**config.mk**
```make
export PLATFORM = sky130hd
export DESIGN_NAME = useq_top
export DESIGN_NICKNAME = d
export VERILOG_FILES = /design/src/rtl/useq_pkg.sv /design/src/rtl/useq_ctrl_store.sv /design/src/rtl/useq_next_addr.sv /design/src/rtl/useq_branch_en.sv /design/src/rtl/useq_reg_sel.sv /design/src/rtl/useq_top.sv
export SDC_FILE = /design/constraint.sdc
export NUM_CORES = 1
export LEC_CHECK = 0
export BUFFER_PORTS_ARGS = -buffer_cell sky130_fd_sc_hd__buf_2
export CORE_ASPECT_RATIO = 1.1
export CORE_MARGIN = 2
export CORE_UTILIZATION = 34
export DETAILED_ROUTE_END_ITERATION = 7
export GPL_ROUTABILITY_DRIVEN = 0
export PLACE_DENSITY = 0.73
export REMOVE_ABC_BUFFERS = 1
export SYNTH_ARGS = -nofsm -noshare
export SYNTH_HDL_FRONTEND = slang
export SYNTH_SLANG_ARGS = --single-unit
```
**constraint.sdc**
```tcl
create_clock -name clk -period 1.58 [get_ports clk]
set_clock_uncertainty 0.1 [all_clocks]
set_input_delay 0.395 -clock clk [delete_from_list [all_inputs] [get_ports clk]]
set_output_delay 0.395 -clock clk [all_outputs]
set_load 0.02 [all_outputs]
```
**src/rtl/useq_pkg.sv**
```systemverilog
package useq_pkg;

    localparam int ADDR_W  = 6;
    localparam int OPC_W   = 4;
    localparam int RSEL_W  = 3;
    localparam int INSTR_W = OPC_W + 2 * RSEL_W;
    localparam int NQ      = 5;

    typedef logic [ADDR_W-1:0] uaddr_t;

    typedef enum logic [2:0] {
        COND_ALWAYS = 3'd0,
        COND_READY  = 3'd1,
        COND_BRANCH = 3'd2,
        COND_AMODE  = 3'd3,
        COND_PRIV   = 3'd4,
        COND_INTR   = 3'd5
    } cond_e;

    typedef struct packed {
        logic   ird;
        cond_e  cond;
        uaddr_t jump;
        logic   ld_ben;
    } seq_word_t;

    // qualifier order: ready, branch, amode, priv, intr
    localparam logic [2:0] Q_CODE [NQ] = '{3'd1, 3'd2, 3'd3, 3'd4, 3'd5};
    localparam int         Q_BIT  [NQ] = '{1, 2, 0, 3, 4};

    localparam uaddr_t ST_BR      = uaddr_t'(0);
    localparam uaddr_t ST_JSR     = uaddr_t'(4);
    localparam uaddr_t ST_FETCH   = uaddr_t'(18);
    localparam uaddr_t ST_JSR_TGT = uaddr_t'(20);
    localparam uaddr_t ST_DECODE  = uaddr_t'(32);
    localparam uaddr_t ST_WAIT    = uaddr_t'(33);
    localparam uaddr_t ST_LOADIR  = uaddr_t'(35);
    localparam uaddr_t ST_INT_SUP = uaddr_t'(37);
    localparam uaddr_t ST_INT     = uaddr_t'(49);

    localparam logic [RSEL_W-1:0] REG_LINK  = 3'b111;
    localparam logic [RSEL_W-1:0] REG_STACK = 3'b110;

    typedef enum logic [1:0] {
        DRS_FIELD = 2'd0,
        DRS_LINK  = 2'd1,
        DRS_STACK = 2'd2,
        DRS_SPARE = 2'd3
    } dr_sel_e;

    typedef enum logic [1:0] {
        S1S_UPPER = 2'd0,
        S1S_LOWER = 2'd1,
        S1S_STACK = 2'd2,
        S1S_SPARE = 2'd3
    } sr1_sel_e;

    function automatic seq_word_t mk_word(logic ird, cond_e cond,
                                          uaddr_t jump, logic ld_ben);
        seq_word_t w;
        w.ird    = ird;
        w.cond   = cond;
        w.jump   = jump;
        w.ld_ben = ld_ben;
        return w;
    endfunction

endpackage

```
**src/rtl/useq_ctrl_store.sv**
```systemverilog
module useq_ctrl_store
    import useq_pkg::*;
(
    input  uaddr_t    addr,
    output seq_word_t word
);

    always_comb begin
        case (addr)
            ST_FETCH:  word = mk_word(1'b0, COND_INTR,   ST_WAIT,    1'b0);
            ST_WAIT:   word = mk_word(1'b0, COND_READY,  ST_WAIT,    1'b0);
            ST_LOADIR: word = mk_word(1'b0, COND_ALWAYS, ST_DECODE,  1'b0);
            ST_DECODE: word = mk_word(1'b1, COND_ALWAYS, ST_FETCH,   1'b1);
            ST_BR:     word = mk_word(1'b0, COND_BRANCH, ST_FETCH,   1'b0);
            ST_JSR:    word = mk_word(1'b0, COND_AMODE,  ST_JSR_TGT, 1'b0);
            ST_INT:    word = mk_word(1'b0, COND_PRIV,   ST_INT_SUP, 1'b0);
            default:   word = mk_word(1'b0, COND_ALWAYS, ST_FETCH,   1'b0);
        endcase
    end

endmodule

```
**src/rtl/useq_next_addr.sv**
```systemverilog
module useq_next_addr
    import useq_pkg::*;
(
    input  seq_word_t        word,
    input  logic [OPC_W-1:0] opcode,
    input  logic             q_ready,
    input  logic             q_branch,
    input  logic             q_amode,
    input  logic             q_priv,
    input  logic             q_intr,
    output uaddr_t           next_addr
);

    logic [NQ-1:0] qual;
    logic [NQ-1:0] hit;
    uaddr_t        mask;

    assign qual = {q_intr, q_priv, q_amode, q_branch, q_ready};

    for (genvar g = 0; g < NQ; g++) begin : g_qual
        assign hit[g] = (3'(word.cond) == Q_CODE[g]) & qual[g];
    end

    always_comb begin
        mask = '0;
        for (int i = 0; i < NQ; i++) begin
            mask = mask | (uaddr_t'(hit[i]) << Q_BIT[i]);
        end
    end

    always_comb begin
        if (word.ird) begin
            next_addr = {{(ADDR_W-OPC_W){1'b0}}, opcode};
        end else begin
            next_addr = word.jump | mask;
        end
    end

endmodule

```
**src/rtl/useq_branch_en.sv**
```systemverilog
module useq_branch_en
    import useq_pkg::*;
(
    input  logic              clk,
    input  logic              rst,
    input  logic              load,
    input  logic [RSEL_W-1:0] nzp_mask,
    input  logic              cc_n,
    input  logic              cc_z,
    input  logic              cc_p,
    output logic              ben
);

    logic taken;

    assign taken = (nzp_mask[2] & cc_n) | (nzp_mask[1] & cc_z) | (nzp_mask[0] & cc_p);

    always_ff @(posedge clk) begin
        if (rst) begin
            ben <= 1'b0;
        end else if (load) begin
            ben <= taken;
        end
    end

endmodule

```
**src/rtl/useq_reg_sel.sv**
```systemverilog
module useq_reg_sel
    import useq_pkg::*;
(
    input  logic [RSEL_W-1:0] field_hi,
    input  logic [RSEL_W-1:0] field_lo,
    input  logic [1:0]        dr_sel,
    input  logic [1:0]        sr1_sel,
    output logic [RSEL_W-1:0] dr,
    output logic [RSEL_W-1:0] sr1
);

    always_comb begin
        case (dr_sel_e'(dr_sel))
            DRS_LINK:  dr = REG_LINK;
            DRS_STACK: dr = REG_STACK;
            default:   dr = field_hi;
        endcase
    end

    always_comb begin
        case (sr1_sel_e'(sr1_sel))
            S1S_UPPER: sr1 = field_hi;
            S1S_LOWER: sr1 = field_lo;
            default:   sr1 = REG_STACK;
        endcase
    end

endmodule

```
**src/rtl/useq_top.sv**
```systemverilog
module useq_top
    import useq_pkg::*;
(
    input  logic                  clk,
    input  logic                  rst,
    input  logic [INSTR_W-1:0]    instr_hi,
    input  logic                  cc_n,
    input  logic                  cc_z,
    input  logic                  cc_p,
    input  logic                  psr_user,
    input  logic                  int_req,
    input  logic                  mem_ready,
    input  logic [1:0]            dr_sel,
    input  logic [1:0]            sr1_sel,
    output logic [ADDR_W-1:0]     state_addr,
    output logic [ADDR_W-1:0]     next_addr,
    output logic                  ben,
    output logic [RSEL_W-1:0]     dr,
    output logic [RSEL_W-1:0]     sr1
);

    localparam int HI_LSB = RSEL_W;
    localparam int OP_LSB = 2 * RSEL_W;

    seq_word_t         word;
    uaddr_t            state_q;
    uaddr_t            nxt;
    logic [OPC_W-1:0]  opcode;
    logic [RSEL_W-1:0] field_hi;
    logic [RSEL_W-1:0] field_lo;

    assign opcode   = instr_hi[OP_LSB +: OPC_W];
    assign field_hi = instr_hi[HI_LSB +: RSEL_W];
    assign field_lo = instr_hi[0 +: RSEL_W];

    useq_ctrl_store u_store (
        .addr (state_q),
        .word (word)
    );

    useq_branch_en u_ben (
        .clk      (clk),
        .rst      (rst),
        .load     (word.ld_ben),
        .nzp_mask (field_hi),
        .cc_n     (cc_n),
        .cc_z     (cc_z),
        .cc_p     (cc_p),
        .ben      (ben)
    );

    useq_next_addr u_next (
        .word      (word),
        .opcode    (opcode),
        .q_ready   (mem_ready),
        .q_branch  (ben),
        .q_amode   (field_hi[RSEL_W-1]),
        .q_priv    (psr_user),
        .q_intr    (int_req),
        .next_addr (nxt)
    );

    useq_reg_sel u_regsel (
        .field_hi (field_hi),
        .field_lo (field_lo),
        .dr_sel   (dr_sel),
        .sr1_sel  (sr1_sel),
        .dr       (dr),
        .sr1      (sr1)
    );

    always_ff @(posedge clk) begin
        if (rst) begin
            state_q <= ST_FETCH;
        end else begin
            state_q <= nxt;
        end
    end

    assign state_addr = state_q;
    assign next_addr  = nxt;

endmodule

```
---- Word-level counts from Yosys, hierarchy flattened ----
Index checks and enable logic that the tools add are counted.
storage, ports and cells
  register bits after elaboration ......... 7
  input bits .............................. 22
  output and inout port bits .............. 19
  logic and storage cells ................. 37
operators by class
  equality and inequality tests ........... 14
  multiplexer cells ....................... 4
  bitwise operators ....................... 15
  reductions and logical operators ........ 2
operator list
  kind                  count
  $pmux W11 S7          1
  $eq A6 B6 Y1 const B  4
  $pmux W3 S2           2
  $and A1 B1 Y1         8
  $eq A3 B2 Y1 const B  2
  $eq A3 B3 Y1 const B  2
  $eq A6 B3 Y1 const B  1
  $eq A6 B5 Y1 const B  1
  $logic_not A6 Y1      1
  $mux W6               1
  $or A6 B1 Y6          1
  $or A6 B4 Y6          1
  $or A6 B5 Y6          1
  $or A6 B6 Y6          1
  $eq A2 B1 Y1 const B  2
  $eq A3 B1 Y1 const B  1
  $or A2 B3 Y3          1
  $eq A2 B2 Y1 const B  1
  $logic_not A2 Y1      1
  $or A1 B1 Y1          2

---- Depth between registers and ports, before layout ----
Gate-level depths: netlist of run 1.
  word-level depth ........................ 10
  mapped depth ............................ 5
  mapped depth without buffers ............ 4

---- Hierarchy ----
From an unflattened synthesis of run 1, not the netlist that was laid out.
second synthesis, totals
  cell total of the unflattened synthesis .. 77
  area total of the unflattened synthesis .. 618.1 um^2
by module, submodules not included
  module           instances  cells an instance  area an instance (um^2)
  useq_ctrl_store  1          32                 200.2
  useq_top         1          12                 157.7
  useq_next_addr   1          18                 135.1
  useq_reg_sel     1          11                 83.8
  useq_branch_en   1          4                  41.3

---- Worst setup path after synthesis of run 1 ----
No wires, ideal clock.
  path type ............................... flip-flop to output port
  start ................................... register state_q[5] (netlist: state_addr[5])
  end ..................................... output port next_addr[5]
  arrival ................................. 1.387 ns
  required time ........................... 1.085 ns
  path slack .............................. -0.302 ns
  cell stages (with the launch flop) ...... 5
  cell sequence ........................... dfxtp_1 buf_2 nand4bb_1 a21boi_1 nor3_1
between the ends
  longest elaborated chain between the ends .. 4
  elaborated cells on any way between the ends .. 10
  classes of those cells .................. eq/ne: 6; mux: 2; bitwise: 1; reduce/logical: 1
ends and longest elaborated chain
  item                                  RTL line              text
  from (decl)                           useq_top.sv:26        uaddr_t state_q;
  from (signal assigned)                useq_top.sv:76        state_q <= nxt;
  $eq A6 B6 Y1 (tied with other cells)  useq_ctrl_store.sv:9  case (addr)
  $pmux W11 S7 *                        useq_ctrl_store.sv:9
  $or A6 B6 Y6                          useq_next_addr.sv:35  next_addr = word.jump | mask;
  $mux W6 *                             useq_next_addr.sv:32  if (word.ird) begin
  to (decl)                             useq_top.sv:16        output logic [ADDR_W-1:0] next_addr,
Every way passes the cells marked *; elsewhere a longest branch is shown, timed or not.

---- Final worst setup path of run 1 ----
  start ................................... register state_q[5] (netlist: state_addr[5])
  end ..................................... output port next_addr[1]
between the ends
  longest elaborated chain between the ends .. 10
  elaborated cells on any way between the ends .. 16
  classes of those cells .................. eq/ne: 7; mux: 2; bitwise: 6; reduce/logical: 1
ends and longest elaborated chain
  item                                  RTL line              text
  $eq A6 B6 Y1 (tied with other cells)  useq_ctrl_store.sv:9
  $pmux W11 S7 *                        useq_ctrl_store.sv:9
  $eq A3 B1 Y1                          useq_next_addr.sv:21  assign hit[g] = (3'(word.cond) == Q_CODE[g]) & qual[g];
  $and A1 B1 Y1                         useq_next_addr.sv:21
  $or A2 B3 Y3                          useq_next_addr.sv:27  mask = mask | (uaddr_t'(hit[i]) << Q_BIT[i]);
  $or A6 B1 Y6                          useq_next_addr.sv:27
  $or A6 B4 Y6                          useq_next_addr.sv:27
  $or A6 B5 Y6                          useq_next_addr.sv:27
  $or A6 B6 Y6                          useq_next_addr.sv:35
  $mux W6 *                             useq_next_addr.sv:32
Marks and branches as above.

==> impl_metrics.json, run 1 <==
{
  "status": "complete, but fails checks",
  "violations": "setup timing",
  "ir_drop_uv": 851,
  "nNetsFinal": 155,
  "p_per_area_mw_per_mm2": 1620,
  "hold_path_class": "in -> reg",
  "cp_top_family": "flip-flops",
  "worstPathRequired_ns": 1.08,
  "gr-total-overflow": 0,
  "worstSetupEndpointType": "primary output",
  "cts-root-buf": "clkbuf_4",
  "h-tree-depth": 1,
  "synth_top_family_by_area": "simple AND/OR/NAND/NOR gates",
  "synth_seq_cells": 7,
  "tightest_slew_ns": 0.343,
  "dieHeight_um": 45.9,
  "synth.avg_cell_area_um2": 8.48,
  "synthAdderAreaFrac_pct": 2.30,
  "synth_edf_count": 0,
  "num_rows": 15,
  "synthArstFlopShare_pct": 0,
  "synth-main-ff-cell": "dfxtp_1",
  "drc": 0,
  "dpl.hpwl_um": 1390,
  "slew_viol_final": 0,
  "min_to": "state_addr[5]$_SDFF_PP0_",
  "cp_cell_sequence": "and2_1, buf_4, a41oi_1, nand2_1, buf_6",
  "drt_iter0_markers": 14,
  "cts_inserted_buffers": 3,
  "grt_pass1_wl_um": 3070,
  "syn_inst": 64,
  "synth_compound_area_share_pct": 19.4,
  "place_ws_ns": -0.196,
  "yosys-mux-area-fraction_pct": 3.92,
  "yosysWarnings": 0,
  "wl_per_cell_um": 15.0,
  "slowest_stage": "dfxtp_4",
  "yosysUniqueCellTypes": 37,
  "grt_pass1_vias": 711,
  "die-area_mm2": 0.00193,
  "clk_pin_slew_ns": 0.05,
  "max_freq_ghz": 0.484,
  "worst-path-max-fanout": 5,
  "drive_gt1_share_pct": 73.3,
  "worstHoldStart": "rst",
  "final_cell_mix": "buf_2 (29), buf_4 (25), buf_6 (11), nor2_1 (5), dfxtp_4 (4)",
  "synthXorXnorAreaFrac_pct": 0,
  "rsz0062_at_grt": "true",
  "diodes": 0,
  "worstPathArrival_ns": 1.57,
  "clock-sinks": 7,
  "timing.rr.end": "state_addr[3]$_SDFF_PP0_",
  "power.total_mw": 1.86,
  "clock_path_buffers": 2,
  "clk_latency_ns": 0.26,
  "start_util_pct": 35.3,
  "cp_slowest_stage_delay_ns": 0.36,
  "portBuffers": 40,
  "r2r-start": "state_addr[5]$_SDFF_PP0_",
  "syn_area_um2": 543,
  "setup_ws_ns": -0.487,
  "areaGrowthSynthToFinish_pct": 112,
  "drt_first_pass_iters": 4,
  "track_usage_pct": 21.2,
  "leakagePower_nw": 0.574,
  "critPathLaunchType": "register",
  "synthSimpleGateAreaFrac_pct": 41.9,
  "seq_area_frac_synth_pct": 25.8,
  "path_buf_inv": 2,
  "antenna_found_initial": 0,
  "reg2reg_slack_ns": 0.02,
  "worst-r2r-cell-count": 6,
  "period_share_pct": 131,
  "maxSlewHeadroom_pct": 76.9,
  "num_io_pins": 41,
  "vias": 789,
  "core-area_mm2": 0.00154,
  "die_x_um": 42.1,
  "cts_tree": "done",
  "wirelength_um": 2230,
  "layout_min_cycle_time_ns": 2.07,
  "cap_viol_max_count": 0,
  "viasPerCell": 5.33,
  "holdPathStages": 2,
  "worst-path-stages": 5,
  "setup_viol": 7,
  "crit_type": "reg -> out",
  "hold_viol_final": 0,
  "grt_max_degree": 8,
  "layout_commonest_cell": "buf_2",
  "drtAntennaViolNets": 0,
  "fillCellCount": 106
}
-- worst max-delay path by stage --
| stage | from | end |
|---|---|---|
| detailed placement | dr_sel[0] | dr[0] |
| floorplan | state_addr[4]$_SDFF_PP1_ | next_addr[5] |
| global route | state_addr[5]$_SDFF_PP0_ | next_addr[1] |
| CTS | state_addr[5]$_SDFF_PP0_ | next_addr[0] |
| global placement | dr_sel[0] | dr[0] |
| finish | state_addr[5]$_SDFF_PP0_ | next_addr[1] |
-- worst register-to-register path, cell delays in order, from the launching register on --
cell and delay [ns]:
dfxtp_4 0.36, and2_1 0.19, buf_4 0.15, a32o_2 0.28
buf_4 0.13, buf_4 0.12, nor2b_1 0.12
-- Yosys cell counts (2+ instances only) --
library cell | n | area share [%]
a211o_1 | 2 | 3.2
and2b_1 | 2 | 2.8
dfxtp_1 | 7 | 26
inv_1 | 3 | 2.1
nand2_1 | 3 | 2.1
nand2b_1 | 4 | 4.6
nand3b_1 | 3 | 4.1
nor2_1 | 7 | 4.8
nor2b_1 | 3 | 3.5
nor3_1 | 2 | 1.8
nor4_1 | 2 | 2.3
-- metal layers --
metal	vias up	GRT usage, %	share of wire, %
met5	-	0	0
met4	0	13.8	1.8
met3	5	1.98	6.6
met2	49	37.8	54
met1	360	24.6	38
li1	375	-	-
-- what timing repair did --
item | 4_1_cts | 5_1_grt
hold endpoints to repair | 0 | 0
buffers inserted | 2 | 4
endpoints found under the setup margin | 9 | 9
pin swaps | 5 | 7
resized for setup | 29 | 22
hold buffers | 0 | 0
-- sequential cells by signal, summed over array words and instances (netlist names) --
register	count
u_ben.ben	1
state_addr	6
-- cell families (layout without fill, tap and decap cells) --
kind of cell / Yosys count / in the layout
and+or+nand+nor: 36 / 36
AOI/OAI and AO/OA: 13 / 13
DFF: 7 / 7
buffers and inverters: 5 / 72
muxes: 2 / 2
adders and majority gates: 1 / 1
-- final cells by class --
| cell class | instances | area, µm² | area share (%) |
|---|---|---|---|
| flip-flops and latches | 7 | 158 | 13.7 |
| repair buffers | 65 | 457 | 39.6 |
| multi-input cells | 52 | 478 | 41.4 |
| clock buffers | 4 | 26.3 | 2.28 |
| well taps | 17 | 21.3 | 1.84 |
| inverters | 3 | 13.8 | 1.19 |
-- through the flow --
step | instances | util (%) | TNS (ns) | cell area, µm² | hold slack [ns]
4_1_cts | 144 | 66.9 | -2.18 | 1030 | 0.284
2_1_floorplan | 62 | - | -0.964 | 518 | 0.367
3_3_place_gp | 138 | 57.3 | -0.913 | 882 | 0.403
3_5_place_dp | 138 | 57.3 | -1.14 | 882 | 0.412
6_report | 148 | 75.0 | -2.40 | 1150 | 0.277
5_1_grt | 148 | 75.0 | -2.74 | 1150 | 0.290
-- power breakdown --
part           switching, mW  total, mW  leakage [nW]  internal (mW)
Clock                 0.0712      0.168        0.0150         0.0967
Sequential             0.115      0.373        0.0597          0.258
Combinational          0.647       1.32         0.499          0.676
Total                  0.833       1.86         0.574           1.03
(Power assumes the default switching activity.)
==> run 2, diff against run 1 <==
--- a/config.mk
+++ b/config.mk
@@ -5,13 +5,11 @@
 export SDC_FILE = /design/constraint.sdc
 export NUM_CORES = 1
 export LEC_CHECK = 0
-export BUFFER_PORTS_ARGS = -buffer_cell sky130_fd_sc_hd__buf_2
-export CORE_ASPECT_RATIO = 1.1
-export CORE_MARGIN = 2
-export CORE_UTILIZATION = 34
+export CORE_AREA = 2 2 39 41
 export DETAILED_ROUTE_END_ITERATION = 7
+export DIE_AREA = 0 0 41 43
+export DONT_BUFFER_PORTS = 1
 export GPL_ROUTABILITY_DRIVEN = 0
-export PLACE_DENSITY = 0.73
 export REMOVE_ABC_BUFFERS = 1
 export SYNTH_ARGS = -nofsm -noshare
 export SYNTH_HDL_FRONTEND = slang
==> impl_metrics.json, run 2 (synthesis results as in run 1) <==
{
  "num_rows": 14,
  "violations": "setup timing",
  "ir_drop_uv": 1150,
  "wl_per_cell_um": 14.9,
  "slew_viol_final": 0,
  "nNetsFinal": 120,
  "rsz0062_at_grt": "true",
  "track_usage_pct": 20.6,
  "layout_min_cycle_time_ns": 1.91,
  "dieHeight_um": 43,
  "r2r-start": "state_addr[4]$_SDFF_PP1_",
  "cts-root-buf": "clkbuf_4",
  "final_core_util_pct": 65.1,
  "critPathLaunchType": "register",
  "gr-total-overflow": 0,
  "hold_viol_final": 0,
  "portBuffers": 0,
  "die-area_mm2": 0.00176,
  "fillCellCount": 113,
  "grt_max_degree": 9,
  "grt_pass1_wl_um": 2440,
  "wirelength_um": 1670,
  "whs_ns": 0.0990,
  "start_util_pct": 39.2,
  "setup_ws_ns": -0.328,
  "drc": 0,
  "worst-path-stages": 5,
  "slowest_stage": "dfxtp_4",
  "grt_pass1_vias": 580,
  "regArea_um2": 150,
  "hold_buffers": 0,
  "diodes": 0,
  "timing.rr.end": "state_addr[1]$_SDFF_PP1_",
  "post_dp_cell_area_um2": 756,
  "drt_iter0_markers": 6,
  "cp_top_family": "simple AND/OR/NAND/NOR gates",
  "clock-sinks": 7,
  "vias": 623,
  "worst-r2r-cell-count": 6,
  "drtAntennaViolNets": 0,
  "clk_pin_slew_ns": 0.05,
  "startpoint": "state_addr[4]$_SDFF_PP1_",
  "reg2reg_slack_ns": 0.08,
  "cts_inserted_buffers": 3,
  "layout_commonest_cell": "buf_4",
  "viasPerCell": 5.56,
  "fin_setup_tns_ns": -1.77,
  "cp_cell_sequence": "nor3_4, nand3b_1, a2bb2oi_2, nor2_1, buf_4",
  "cp-endpoint": "next_addr[0]",
  "areaGrowthSynthToFinish_pct": 65.9,
  "period_share_pct": 121,
  "antenna_found_initial": 0,
  "place_ws_ns": -0.150,
  "drt_first_pass_iters": 4,
  "drive_gt1_share_pct": 55.2,
  "largest_reg_flops": 6,
  "worstHoldStart": "rst",
  "tightest_slew_ns": 0.373,
  "path_buf_inv": 1,
  "clk_latency_ns": 0.26,
  "maxSlewHeadroom_pct": 75.1,
  "clock_path_buffers": 2,
  "worstPathArrival_ns": 1.41,
  "num_io_pins": 41,
  "crit_type": "reg -> out",
  "die_x_um": 41,
  "hold_path_class": "in -> reg",
  "final_cell_mix": "buf_4 (28), nor2_1 (7), nand2b_1 (4)",
  "h-tree-depth": 1,
  "p_per_area_mw_per_mm2": 1950,
  "dpl.hpwl_um": 1310,
  "leakagePower_nw": 0.408,
  "status": "complete, but fails checks",
  "core-area_mm2": 0.00138,
  "cts_tree": "done",
  "worstSetupEndpointType": "primary output",
  "fin_area_um2": 901,
  "setup_viol": 6,
  "max_freq_ghz": 0.524,
  "multi_input_area_um2": 460,
  "cp_slowest_stage_delay_ns": 0.38,
  "worstPathRequired_ns": 1.08,
  "worst-path-max-fanout": 7,
  "cap_viol_max_count": 0
}
## run 2: report_power, final
group / switching, mW / total, mW / internal [mW] / leakage [nW]
Sequential: 0.100 / 0.347 / 0.247 / 0.0580
Clock: 0.0745 / 0.171 / 0.0969 / 0.0150
Combinational: 0.585 / 1.23 / 0.649 / 0.335
## run 2: final cells by class
| class | count | area share [%] |
|---|---|---|
| Multi-Input combinational cell | 52 | 51.1 |
| Tap cell | 16 | 2.22 |
| Sequential cell | 7 | 16.7 |
| Clock buffer | 4 | 2.92 |
| Timing Repair Buffer | 30 | 25.8 |
| Inverter | 3 | 1.25 |
## run 2: metal layers
metal | routed length (µm) | up-vias | GRT usage [%]
li1 | - | 303 | -
met1 | 674 | 281 | 22.7
met2 | 817 | 34 | 34.4
met3 | 133 | 5 | 3.66
met4 | 43 | 0 | 12.0
met5 | 0 | - | 0
## run 2: worst min path at each step
stage	end	slack (ns)	cells past startpoint
6_report	state_addr[5]$_SDFF_PP0_	0.1	1
5_1_grt	state_addr[3]$_SDFF_PP0_	0.1	1
4_1_cts	state_addr[3]$_SDFF_PP0_	0.1	1
3_5_place_dp	state_addr[3]$_SDFF_PP0_	0.37	1
3_3_place_gp	state_addr[3]$_SDFF_PP0_	0.37	1
2_1_floorplan	state_addr[3]$_SDFF_PP0_	0.37	1
## run 2: repair_timing
item | CTS | global route
setup buffers | 1 | 1
gates resized for setup | 12 | 11
pin swaps | 4 | 6
setup endpoints to repair | 7 | 8
endpoints found under the hold margin | 0 | 0
## run 2: metrics by stage
step                power [mW]  cells
floorplan                0.837     62
global placement          1.26    107
detailed placement        1.28    107
CTS                       1.55    111
global route              1.85    112
finish                    1.75    112
==> run 3, diff against run 2 <==
--- a/config.mk
+++ b/config.mk
@@ -10,6 +10,7 @@
 export DIE_AREA = 0 0 41 43
 export DONT_BUFFER_PORTS = 1
 export GPL_ROUTABILITY_DRIVEN = 0
+export PLACE_DENSITY = 0.59
 export REMOVE_ABC_BUFFERS = 1
 export SYNTH_ARGS = -nofsm -noshare
 export SYNTH_HDL_FRONTEND = slang
==> impl_metrics.json, run 3 (synthesis results as in run 1) <==
{
  "setup_ws_ns": -0.371,
  "clock_path_buffers": 2,
  "tightest_slew_ns": 0.377,
  "diodes": 0,
  "layout_min_cycle_time_ns": 1.95,
  "wl_per_cell_um": 17.2,
  "period_share_pct": 124,
  "wirelength_um": 1960,
  "p_per_area_mw_per_mm2": 1980,
  "final_core_util_pct": 67.1,
  "worstPathRequired_ns": 1.08,
  "leakagePower_nw": 0.409,
  "cap_viol_max_count": 0,
  "drt_first_pass_iters": 4,
  "setup_viol": 6,
  "viasPerCell": 5.80,
  "final_cell_mix": "buf_4 (30), nor2_1 (5), nand2b_1 (4)",
  "drt_iter0_markers": 8,
  "core-area_mm2": 0.00138,
  "layout_commonest_cell": "buf_4",
  "fin_setup_tns_ns": -1.83,
  "dpl.hpwl_um": 1300,
  "maxSlewHeadroom_pct": 74.7,
  "ir_drop_uv": 1220,
  "die-area_mm2": 0.00176,
  "met1_length_um": 725,
  "dr_wl_met2_um": 1010,
  "whs_ns": 0.0963,
  "critPathLaunchType": "register",
  "h-tree-depth": 1,
  "crit_type": "reg -> out",
  "areaGrowthSynthToFinish_pct": 71.0,
  "worstPathArrival_ns": 1.46,
  "grt_pass1_wl_um": 2890,
  "dieHeight_um": 43,
  "die_x_um": 41,
  "largest_reg_flops": 6,
  "violations": "setup timing",
  "grt_pass1_vias": 689,
  "post-place-cells": 105,
  "worstSetupEndpointType": "primary output",
  "hold_path_class": "in -> reg",
  "antenna_found_initial": 0,
  "drtAntennaViolNets": 0,
  "grt_max_degree": 8,
  "nNetsFinal": 122,
  "dr_wl_met3_um": 149,
  "gr-total-overflow": 0,
  "clk_pin_slew_ns": 0.06,
  "top_layer": "met4",
  "post_dp_cell_area_um2": 741,
  "drive_gt1_share_pct": 62.2,
  "max_freq_ghz": 0.512,
  "num_io_pins": 41,
  "cts-root-buf": "clkbuf_4",
  "worst-path-max-fanout": 7,
  "start_util_pct": 39.2,
  "hold_viol_final": 0,
  "cts_tree": "done",
  "rsz0062_at_grt": "true",
  "cts_inserted_buffers": 3,
  "place_ws_ns": -0.170,
  "reg2reg_slack_ns": 0.09,
  "clock-sinks": 7,
  "num_rows": 14,
  "fin_area_um2": 928,
  "clk_latency_ns": 0.26,
  "drc": 0,
  "power.total_mw": 1.84,
  "track_usage_pct": 24.7,
  "slew_viol_final": 0,
  "portBuffers": 0,
  "vias": 661,
  "final_cells": 114,
  "status": "complete, but fails checks"
}
==> run 3: repair_timing <==
item / in CTS / in global routing
pin swaps: 8 / 10
resized for setup: 20 / 9
setup buffers: 4 / 3
endpoints found under the setup margin: 7 / 9
hold buffers: 0 / 0
gates cloned: 0 / 0
==> run 3: worst paths after layout <==
check / end / from / cells past startpoint
max: next_addr[2] / state_addr[4]$_SDFF_PP1_ / 3
min: state_addr[3]$_SDFF_PP0_ / rst / 1
max reg2reg: state_addr[2]$_SDFF_PP0_ / state_addr[1]$_SDFF_PP1_ / 6
min reg2reg: u_ben.ben$_SDFFE_PP0P_ / u_ben.ben$_SDFFE_PP0P_ / 3
==> run 3: routing by layer <==
layer  up-vias  GRT usage [%]
met5         -              0
met4         0           14.7
met1       308           24.8
li1        305              -
met3         6           8.38
met2        42           40.9
==> run 3: power by group <==
part | total (mW) | internal (mW) | switching, mW
sequential | 0.357 | 0.253 | 0.104
clock | 0.172 | 0.0970 | 0.0753
combinational | 1.31 | 0.684 | 0.624
==> run 3: layout make-up <==
| cell class | instances | area [µm²] |
|---|---|---|
| tap | 16 | 20.0 |
| fill | 127 | 455 |
| timing repair buffer | 32 | 248 |
| multi-input combinational | 52 | 469 |
| sequential | 7 | 154 |
| clock buffer | 4 | 26.3 |
| inverter | 3 | 11.3 |
==> run 3: critical path, stage by stage, from the launching register on <==
cell and delay (ns):
dfxtp_4 0.38, buf_4 0.17, nor4_1 0.38, o211a_4 0.27
